==> src/rtl/odc_pkg.sv <==
package odc_pkg;

  // Strobes from the sequencer to the datapath.
  typedef struct packed {
    logic loadIn;     // capture the frequency inputs
    logic divGo;      // launch the serial divider
    logic divSelFb;   // 0: ratio division, 1: feedback division
    logic takeRatio;  // latch ceil(VCO_MIN / fOut)
    logic takePick;   // latch chosen low/high-speed dividers
    logic takeVco;    // latch VCO frequency and its range flag
    logic takeFb;     // latch feedback fixed-point result
  } odc_ctrl_t;

  // Flags from the datapath to the sequencer.
  typedef struct packed {
    logic zeroIn;
    logic divValid;
    logic pickFail;
    logic vcoOver;
    logic fbOver;
  } odc_stat_t;

endpackage

==> src/rtl/odc_divider.sv <==
module odc_divider #(
  parameter int DVD_W = 96,
  parameter int DVS_W = 64
) (
  input  logic             clk,
  input  logic             rstN,
  input  logic             go,
  input  logic [DVD_W-1:0] dividend,
  input  logic [DVS_W-1:0] divisor,
  output logic [DVD_W-1:0] quo,
  output logic [DVS_W-1:0] rem,
  output logic             valid
);
  localparam int CNT_W = $clog2(DVD_W + 1);

  logic [DVD_W-1:0] quoR;   // dividend bits leave at the top, quotient enters at the bottom
  logic [DVS_W-1:0] remR;
  logic [DVS_W-1:0] dvsR;
  logic [CNT_W-1:0] cntR;
  logic             runR;
  logic             validR;

  logic [DVS_W:0]   trial;
  logic [DVS_W:0]   diff;
  logic             fits;
  logic [DVS_W-1:0] nextRem;

  always_comb begin
    trial   = {remR, quoR[DVD_W-1]};
    diff    = trial - {1'b0, dvsR};
    fits    = trial >= {1'b0, dvsR};
    nextRem = fits ? diff[DVS_W-1:0] : trial[DVS_W-1:0];
  end

  always_ff @(posedge clk or negedge rstN) begin
    if (!rstN) begin
      quoR   <= '0;
      remR   <= '0;
      dvsR   <= '0;
      cntR   <= '0;
      runR   <= 1'b0;
      validR <= 1'b0;
    end else if (go) begin
      quoR   <= dividend;
      remR   <= '0;
      dvsR   <= divisor;
      cntR   <= CNT_W'(DVD_W);
      runR   <= 1'b1;
      validR <= 1'b0;
    end else if (runR) begin
      quoR <= {quoR[DVD_W-2:0], fits};
      remR <= nextRem;
      cntR <= cntR - CNT_W'(1);
      if (cntR == CNT_W'(1)) begin
        runR   <= 1'b0;
        validR <= 1'b1;
      end
    end else begin
      validR <= 1'b0;
    end
  end

  assign quo   = quoR;
  assign rem   = remR;
  assign valid = validR;
endmodule

==> src/rtl/odc_datapath.sv <==
module odc_datapath
  import odc_pkg::*;
#(
  parameter int FREQ_W     = 64,
  parameter int INT_W      = 11,
  parameter int FRAC_W     = 32,
  parameter int HS_MAX     = 2046,
  parameter int HS_ODD_MAX = 33,
  parameter int LS_LOG_MAX = 5,
  parameter logic [FREQ_W-1:0] VCO_MIN = 64'd10_800_000_000,
  parameter logic [FREQ_W-1:0] VCO_MAX = 64'd12_206_718_160,
  localparam int HS_W = $clog2(HS_MAX + 1),
  localparam int LS_W = $clog2(LS_LOG_MAX + 1)
) (
  input  logic              clk,
  input  logic              rstN,
  input  odc_ctrl_t         ctrl,
  input  logic [FREQ_W-1:0] fOut,
  input  logic [FREQ_W-1:0] fXtal,
  output odc_stat_t         stat,
  output logic [LS_W-1:0]   lsLog,
  output logic [HS_W-1:0]   hsDiv,
  output logic [FREQ_W-1:0] fVco,
  output logic [INT_W-1:0]  fbInt,
  output logic [FRAC_W-1:0] fbFrac
);
  localparam int DVD_W  = FREQ_W + FRAC_W;
  localparam int NCAND  = LS_LOG_MAX + 1;
  localparam int WIDE_W = FREQ_W + HS_W + LS_LOG_MAX;

  logic [FREQ_W-1:0] fOutR, fXtalR, minRatioR, fVcoR;
  logic [LS_W-1:0]   lsLogR;
  logic [HS_W-1:0]   hsR;
  logic [INT_W-1:0]  fbIntR;
  logic [FRAC_W-1:0] fbFracR;
  logic              pickFailR, vcoOverR, fbOverR;

  // Shared serial divider
  logic [DVD_W-1:0]  dvd, quo;
  logic [FREQ_W-1:0] dvs, rem;
  logic              divValid;

  assign dvd = ctrl.divSelFb ? {fVcoR, {FRAC_W{1'b0}}} : DVD_W'(VCO_MIN);
  assign dvs = ctrl.divSelFb ? fXtalR : fOutR;

  odc_divider #(.DVD_W(DVD_W), .DVS_W(FREQ_W)) u_div (
    .clk      (clk),
    .rstN     (rstN),
    .go       (ctrl.divGo),
    .dividend (dvd),
    .divisor  (dvs),
    .quo      (quo),
    .rem      (rem),
    .valid    (divValid)
  );

  // One candidate high-speed value per low-speed exponent
  logic [FREQ_W-1:0] cand [NCAND];
  logic [NCAND-1:0]  fitV;

  for (genvar k = 0; k < NCAND; k++) begin : g_cand
    assign cand[k] = (minRatioR + FREQ_W'((1 << k) - 1)) >> k;
    assign fitV[k] = cand[k] <= FREQ_W'(HS_MAX);
  end

  logic [LS_W-1:0] pickIdx;
  logic [HS_W-1:0] pickHs;
  logic [HS_W-1:0] pickHsAdj;

  always_comb begin
    pickIdx = '0;
    for (int k = NCAND - 1; k >= 0; k--) begin
      if (fitV[k]) pickIdx = LS_W'(k);
    end
    pickHs    = cand[pickIdx][HS_W-1:0];
    pickHsAdj = pickHs;
    if (pickIdx == '0 && pickHs > HS_W'(HS_ODD_MAX) && pickHs[0])
      pickHsAdj = pickHs + HS_W'(1);
  end

  // VCO frequency from the chosen dividers
  logic [WIDE_W-1:0] vcoWide;
  assign vcoWide = (WIDE_W'(fOutR) * WIDE_W'(hsR)) << lsLogR;

  always_ff @(posedge clk or negedge rstN) begin
    if (!rstN) begin
      fOutR     <= '0;
      fXtalR    <= '0;
      minRatioR <= '0;
      lsLogR    <= '0;
      hsR       <= '0;
      fVcoR     <= '0;
      fbIntR    <= '0;
      fbFracR   <= '0;
      pickFailR <= 1'b0;
      vcoOverR  <= 1'b0;
      fbOverR   <= 1'b0;
    end else begin
      if (ctrl.loadIn) begin
        fOutR  <= fOut;
        fXtalR <= fXtal;
      end
      if (ctrl.takeRatio)
        minRatioR <= quo[FREQ_W-1:0] + FREQ_W'(rem != '0);
      if (ctrl.takePick) begin
        lsLogR    <= pickIdx;
        hsR       <= pickHsAdj;
        pickFailR <= ~|fitV;
      end
      if (ctrl.takeVco) begin
        fVcoR    <= vcoWide[FREQ_W-1:0];
        vcoOverR <= vcoWide > WIDE_W'(VCO_MAX);
      end
      if (ctrl.takeFb) begin
        fbIntR  <= quo[FRAC_W+INT_W-1:FRAC_W];
        fbFracR <= quo[FRAC_W-1:0];
        fbOverR <= |quo[DVD_W-1:FRAC_W+INT_W];
      end
    end
  end

  assign stat.zeroIn   = (fOutR == '0) || (fXtalR == '0);
  assign stat.divValid = divValid;
  assign stat.pickFail = pickFailR;
  assign stat.vcoOver  = vcoOverR;
  assign stat.fbOver   = fbOverR;

  assign lsLog  = lsLogR;
  assign hsDiv  = hsR;
  assign fVco   = fVcoR;
  assign fbInt  = fbIntR;
  assign fbFrac = fbFracR;
endmodule

==> src/rtl/odc_control.sv <==
module odc_control
  import odc_pkg::*;
(
  input  logic      clk,
  input  logic      rstN,
  input  logic      start,
  input  odc_stat_t stat,
  output odc_ctrl_t ctrl,
  output logic      busy,
  output logic      done,
  output logic      err
);
  typedef enum logic [2:0] {
    S_IDLE, S_CHKIN, S_RATIO, S_PICK, S_PCHK, S_VCHK, S_FB, S_FCHK
  } odc_state_e;

  odc_state_e state, nextState;
  logic       finish, fail;
  logic       doneR, errR;

  always_comb begin
    ctrl      = '0;
    nextState = state;
    finish    = 1'b0;
    fail      = 1'b0;
    unique case (state)
      S_IDLE: if (start) begin
        ctrl.loadIn = 1'b1;
        nextState   = S_CHKIN;
      end
      S_CHKIN: if (stat.zeroIn) begin
        fail      = 1'b1;
        nextState = S_IDLE;
      end else begin
        ctrl.divGo = 1'b1;
        nextState  = S_RATIO;
      end
      S_RATIO: if (stat.divValid) begin
        ctrl.takeRatio = 1'b1;
        nextState      = S_PICK;
      end
      S_PICK: begin
        ctrl.takePick = 1'b1;
        nextState     = S_PCHK;
      end
      S_PCHK: if (stat.pickFail) begin
        fail      = 1'b1;
        nextState = S_IDLE;
      end else begin
        ctrl.takeVco = 1'b1;
        nextState    = S_VCHK;
      end
      S_VCHK: if (stat.vcoOver) begin
        fail      = 1'b1;
        nextState = S_IDLE;
      end else begin
        ctrl.divGo    = 1'b1;
        ctrl.divSelFb = 1'b1;
        nextState     = S_FB;
      end
      S_FB: begin
        ctrl.divSelFb = 1'b1;
        if (stat.divValid) begin
          ctrl.takeFb = 1'b1;
          nextState   = S_FCHK;
        end
      end
      S_FCHK: begin
        fail      = stat.fbOver;
        finish    = ~stat.fbOver;
        nextState = S_IDLE;
      end
      default: nextState = S_IDLE;
    endcase
  end

  always_ff @(posedge clk or negedge rstN) begin
    if (!rstN) begin
      state <= S_IDLE;
      doneR <= 1'b0;
      errR  <= 1'b0;
    end else begin
      state <= nextState;
      if (state == S_IDLE && start) begin
        doneR <= 1'b0;
        errR  <= 1'b0;
      end
      if (finish || fail) doneR <= 1'b1;
      if (fail) errR <= 1'b1;
    end
  end

  assign busy = (state != S_IDLE);
  assign done = doneR;
  assign err  = errR;
endmodule

==> src/rtl/odc_calc.sv <==
module odc_calc
  import odc_pkg::*;
#(
  parameter int FREQ_W     = 64,
  parameter int INT_W      = 11,
  parameter int FRAC_W     = 32,
  parameter int HS_MAX     = 2046,
  parameter int HS_ODD_MAX = 33,
  parameter int LS_LOG_MAX = 5,
  parameter logic [FREQ_W-1:0] VCO_MIN = 64'd10_800_000_000,
  parameter logic [FREQ_W-1:0] VCO_MAX = 64'd12_206_718_160,
  localparam int HS_W = $clog2(HS_MAX + 1),
  localparam int LS_W = $clog2(LS_LOG_MAX + 1)
) (
  input  logic              clk,
  input  logic              rstN,
  input  logic              start,
  input  logic [FREQ_W-1:0] fOut,
  input  logic [FREQ_W-1:0] fXtal,
  output logic              busy,
  output logic              done,
  output logic              err,
  output logic [LS_W-1:0]   lsLog,
  output logic [HS_W-1:0]   hsDiv,
  output logic [FREQ_W-1:0] fVco,
  output logic [INT_W-1:0]  fbInt,
  output logic [FRAC_W-1:0] fbFrac
);
  odc_ctrl_t ctrl;
  odc_stat_t stat;

  odc_control u_ctrl (
    .clk   (clk),
    .rstN  (rstN),
    .start (start),
    .stat  (stat),
    .ctrl  (ctrl),
    .busy  (busy),
    .done  (done),
    .err   (err)
  );

  odc_datapath #(
    .FREQ_W(FREQ_W), .INT_W(INT_W), .FRAC_W(FRAC_W), .HS_MAX(HS_MAX),
    .HS_ODD_MAX(HS_ODD_MAX), .LS_LOG_MAX(LS_LOG_MAX),
    .VCO_MIN(VCO_MIN), .VCO_MAX(VCO_MAX)
  ) u_dp (
    .clk    (clk),
    .rstN   (rstN),
    .ctrl   (ctrl),
    .fOut   (fOut),
    .fXtal  (fXtal),
    .stat   (stat),
    .lsLog  (lsLog),
    .hsDiv  (hsDiv),
    .fVco   (fVco),
    .fbInt  (fbInt),
    .fbFrac (fbFrac)
  );
endmodule

==> config.mk <==
export PLATFORM = sky130hd
export DESIGN_NAME = odc_calc
export DESIGN_NICKNAME = d
export VERILOG_FILES = /design/src/rtl/odc_pkg.sv /design/src/rtl/odc_divider.sv /design/src/rtl/odc_datapath.sv /design/src/rtl/odc_control.sv /design/src/rtl/odc_calc.sv
export SDC_FILE = /design/constraint.sdc
export NUM_CORES = 2
export LEC_CHECK = 0
export CAP_MARGIN = 20
export CELL_PAD_IN_SITES_DETAIL_PLACEMENT = 2
export CELL_PAD_IN_SITES_GLOBAL_PLACEMENT = 2
export CORE_AREA = 5 5 500 502
export CTS_BUF_LIST = sky130_fd_sc_hd__clkbuf_8
export CTS_CLUSTER_SIZE = 14
export DETAILED_ROUTE_END_ITERATION = 7
export DIE_AREA = 0 0 505 507
export DONT_BUFFER_PORTS = 1
export GPL_TIMING_DRIVEN = 1
export HOLD_SLACK_MARGIN = 0.05
export PLACE_DENSITY_LB_ADDON = 0.1
export RECOVER_POWER = 50
export SLEW_MARGIN = 20
export SYNTH_ARGS = -nofsm -noshare
export SYNTH_HDL_FRONTEND = slang
export SYNTH_SLANG_ARGS = --single-unit
export TNS_END_PERCENT = 50
==> constraint.sdc <==
create_clock -name clk -period 11.4 [get_ports clk]
set_clock_uncertainty 0.2 [all_clocks]
set_input_delay 3.42 -clock clk [delete_from_list [all_inputs] [get_ports clk]]
set_output_delay 3.42 -clock clk [all_outputs]
set_load 0.01 [all_outputs]
==> impl_metrics.csv <==
group,metric,value,unit
grt,grt_pass1_vias,60240,
yosys,yosys-top-cells-area,"dfrtp_1, fa_1, nand2_1",
grt,antenna_found_initial,50,
sta,rsz0062_at_grt,"false",
detailed_routing,vias_per_cell,5.330,
yosys,synth_edf_count,0,
critical_path,r2r_end,"u_dp.vcoOverR",
floorplanning,core,0.2448,mm2
floorplanning,row_count,182,
critical_path,crit_slowest_cell,"dfrtp_2",
final_layout,syn_to_final_growth,9.671,%
clock_tree,post_cts_buffers,0,
grt,grt-ovfl-total,0,
critical_path,end_kind,"flip-flop",
critical_path,crit_path_frequent_cell,"fa_1",
clock_tree,root_buffer,"clkbuf_8",
floorplanning,io_pins,255,
floorplanning,start_util,24.90,%
placed_design,io_buffers,0,
yosys,syn_area,0.06096,mm2
critical_path,path_class,"reg -> reg",
grt,grtUsageTotal,23.62,%
min_path,whs_path_depth,2,
yosys,synth.avg_cell_area,8.427,um2
sta,finalSetupTns,0,ps
detailed_routing,vias,55040,
clock_tree,cts_max_level,3,
final_layout,fin_cells,10330,
sta,fin_crit_sh,93.12,%
outcome,status,"complete, but fails checks",
min_path,min_from,"u_dp.u_div.cntR[6]",
detailed_routing,dr.pass1.iters,6,
min_path,min-delay-path-class,"reg -> reg",
floorplanning,die-area,0.2560,mm2
clock_tree,clk_latency,930,ps
detailed_routing,routed_wl,307700,um
sta,slew_headroom,-230.1,%
sta,tightest_slew,4951,ps
final_layout,seqCellArea,0.01389,mm2
critical_path,cp-start-kind,"flip-flop",
critical_path,regToRegSetupSlack,780,ps
yosys,async_flop_share,100.0,%
critical_path,max_stage_delay,910,ps
detailed_routing,wl_per_cell,29.80,um
pwr,p_per_area,124.2,mW/mm2
critical_path,rr_startpoint,"u_dp.hsDiv[4]",
placed_design,hpwl,240700,um
floorplanning,die_w,505,um
final_layout,n_fill_cell,27800,
sta,holdWs,326.6,ps
floorplanning,die_h,507,um
flow_run,maxCapViolations,10,
clock_tree,numCtsBuffers,112,
critical_path,r2r_cells,28,
yosys,ys_seq_area_share,22.74,%
yosys,ys_seq_elements,554,
clock_tree,cts_buffer_depth,3,
min_path,min_to,"u_dp.u_div.cntR[6]",
critical_path,arrival,11150,ps
pwr,peakVddDrop,0.00009562,V
yosys,synthCells,7234,
detailed_routing,postRouteAntennaNets,0,
yosys,synth_nets,8109,
yosys,synth.top_cell.area_share,22.74,%
sta,period_minus_slack,10620,ps
outcome,failed_checks,"capacitance limit, slew limit",
sta,fmax,94.20,MHz
clock_tree,hold_buffers,0,
placed_design,dp_cells,10120,
placed_design,routabilityCongestion,0.9145,
yosys,synth_flop_cell,"dfrtp_1",
yosys,synthMostInstantiatedCell,"nand2_1",
yosys,ys.warnings.count,0,
final_layout,drive_gt1_share,9.410,%
clock_tree,path_clk_slew,60,ps
yosys,synth_cell_types,107,
pwr,p_leak,29.04,nW
critical_path,worstPathMaxFanout,30,
grt,grt_pass1_wl,449300,um
final_layout,nets,7888,
detailed_routing,route.detailed.drc,0,
sta,drv_slew,697,
yosys,synth_top_cell_by_area,"dfrtp_1",
yosys,synth_commonest_cells,"nand2_1, inv_1, fa_1",
sta,report.final.hold_viol_count,0,
sta,setup_violations,0,
clock_tree,post_cts_resized,0,
grt,grt_max_degree,188,
critical_path,worstPathRequired,11930,ps
final_layout,multiInputGateArea,0.04275,mm2
clock_tree,cts_tree,"built",
clock_tree,clock-sinks,554,
detailed_routing,drt_iter0_markers,3183,
## layer usage
| layer | track usage, % | vias to the layer above | part of all wire (%) |
|---|---|---|---|
| met5 | 0 | - | 0.014 |
| met4 | 5.718 | 8 | 2.7 |
| met3 | 2.757 | 333 | 3.6 |
| met2 | 41.20 | 1053 | 49 |
| met1 | 31.18 | 29370 | 45 |
| li1 | - | 24280 | - |
## area by class of cell
class,count,area share (%)
Tap cell,3220,6.026
Clock inverter,63,0.8421
Clock buffer,137,2.820
Multi-Input combinational cell,5531,63.95
Timing Repair Buffer,182,2.019
Antenna cell,7,0.02620
Inverter,632,3.548
Sequential cell,554,20.77
## layout by cell type, fill, tap and decap left out, types with 35 or more instances in the layout
cell      count
a31oi_1     118
a211oi_1     35
mux2i_1     160
xnor2_1     203
nand2_1    1056
o21ai_0     304
nor4_1      145
fa_1        558
a21oi_1     288
xor2_1      125
or3_1        41
ha_1        186
nor3_1      120
o21bai_1     43
a21o_1       96
nand4_1     140
clkbuf_8    137
o211ai_1     42
dfrtp_1     540
mux2_2      199
and3_1       61
nor2_1      501
and2_1      289
nand3_1     227
a311oi_1     66
inv_1       658
buf_4       172
## report_power, final
group | switching [mW] | total [mW] | leakage [nW] | internal (mW)
logic | 2.15 | 3.27 | 20.3 | 1.12
registers | 0.548 | 2.70 | 7.42 | 2.15
clock network | 1.08 | 2.34 | 1.37 | 1.26
total | 3.78 | 8.31 | 29.0 | 4.52
## logic make-up (layout without fill, tap and decap cells)
group | Yosys count | count (layout) | share of synthesized area (%)
AO/OA/AOI/OAI | 1295 | 1295 | 13.99
XOR/XNOR | 328 | 328 | 4.712
adder cells (fa/ha/maj) | 744 | 744 | 22.14
buffers and inverters | 1149 | 1014 | 7.268
flip-flops | 554 | 554 | 22.74
multiplexers | 372 | 372 | 6.765
other | 0 | 7 | 0
AND/OR/NAND/NOR | 2792 | 2792 | 22.39
## metrics by stage
stage | total power, mW | setup slack, ps | utilization [%] | cell area, um2
finish | 8.305 | 784.2 | 27.31 | 66860
global route | 8.834 | 235.1 | 27.31 | 66850
CTS | 8.492 | 810.1 | 27.35 | 66950
detailed placement | 6.049 | 886.2 | 26.35 | 64500
global placement | 5.964 | 1006 | 26.31 | 64410
floorplan | 4.469 | 2892 | - | 60960
## state kept, by name (all words and copies together) (netlist names), 3 cells and up
signal	cells
u_ctrl.state	3
u_dp.fOutR	64
u_dp.fVco	64
u_dp.fXtalR	64
u_dp.fbFrac	32
u_dp.fbInt	11
u_dp.hsDiv	11
u_dp.lsLog	3
u_dp.minRatioR	64
u_dp.u_div.cntR	7
u_dp.u_div.dvsR	64
u_dp.u_div.quo	96
u_dp.u_div.rem	64
## worst max-delay path by stage
stage,from,end,slack [ps],depth (start not counted)
after floorplan,u_dp.hsDiv[7],u_dp.vcoOverR,2890,26
after global placement,u_dp.hsDiv[7],u_dp.vcoOverR,1010,25
after detailed placement,u_dp.hsDiv[4],u_dp.vcoOverR,890,28
after CTS,u_dp.hsDiv[4],u_dp.vcoOverR,810,28
after global routing,rstN,u_dp.fVco[36],240,2
final,u_dp.hsDiv[4],u_dp.vcoOverR,780,28
## critical path, delay by kind of cell (launching register included)
kind	cells	cell delay (ps)
AO/OA/AOI/OAI	9	3720
adder cells (fa/ha/maj)	6	2810
AND/OR/NAND/NOR	6	1200
flip-flops	1	910
buffers and inverters	5	700
multiplexers	1	630
XOR/XNOR	1	260
No activity file was read; power rests on OpenSTA's default activity.
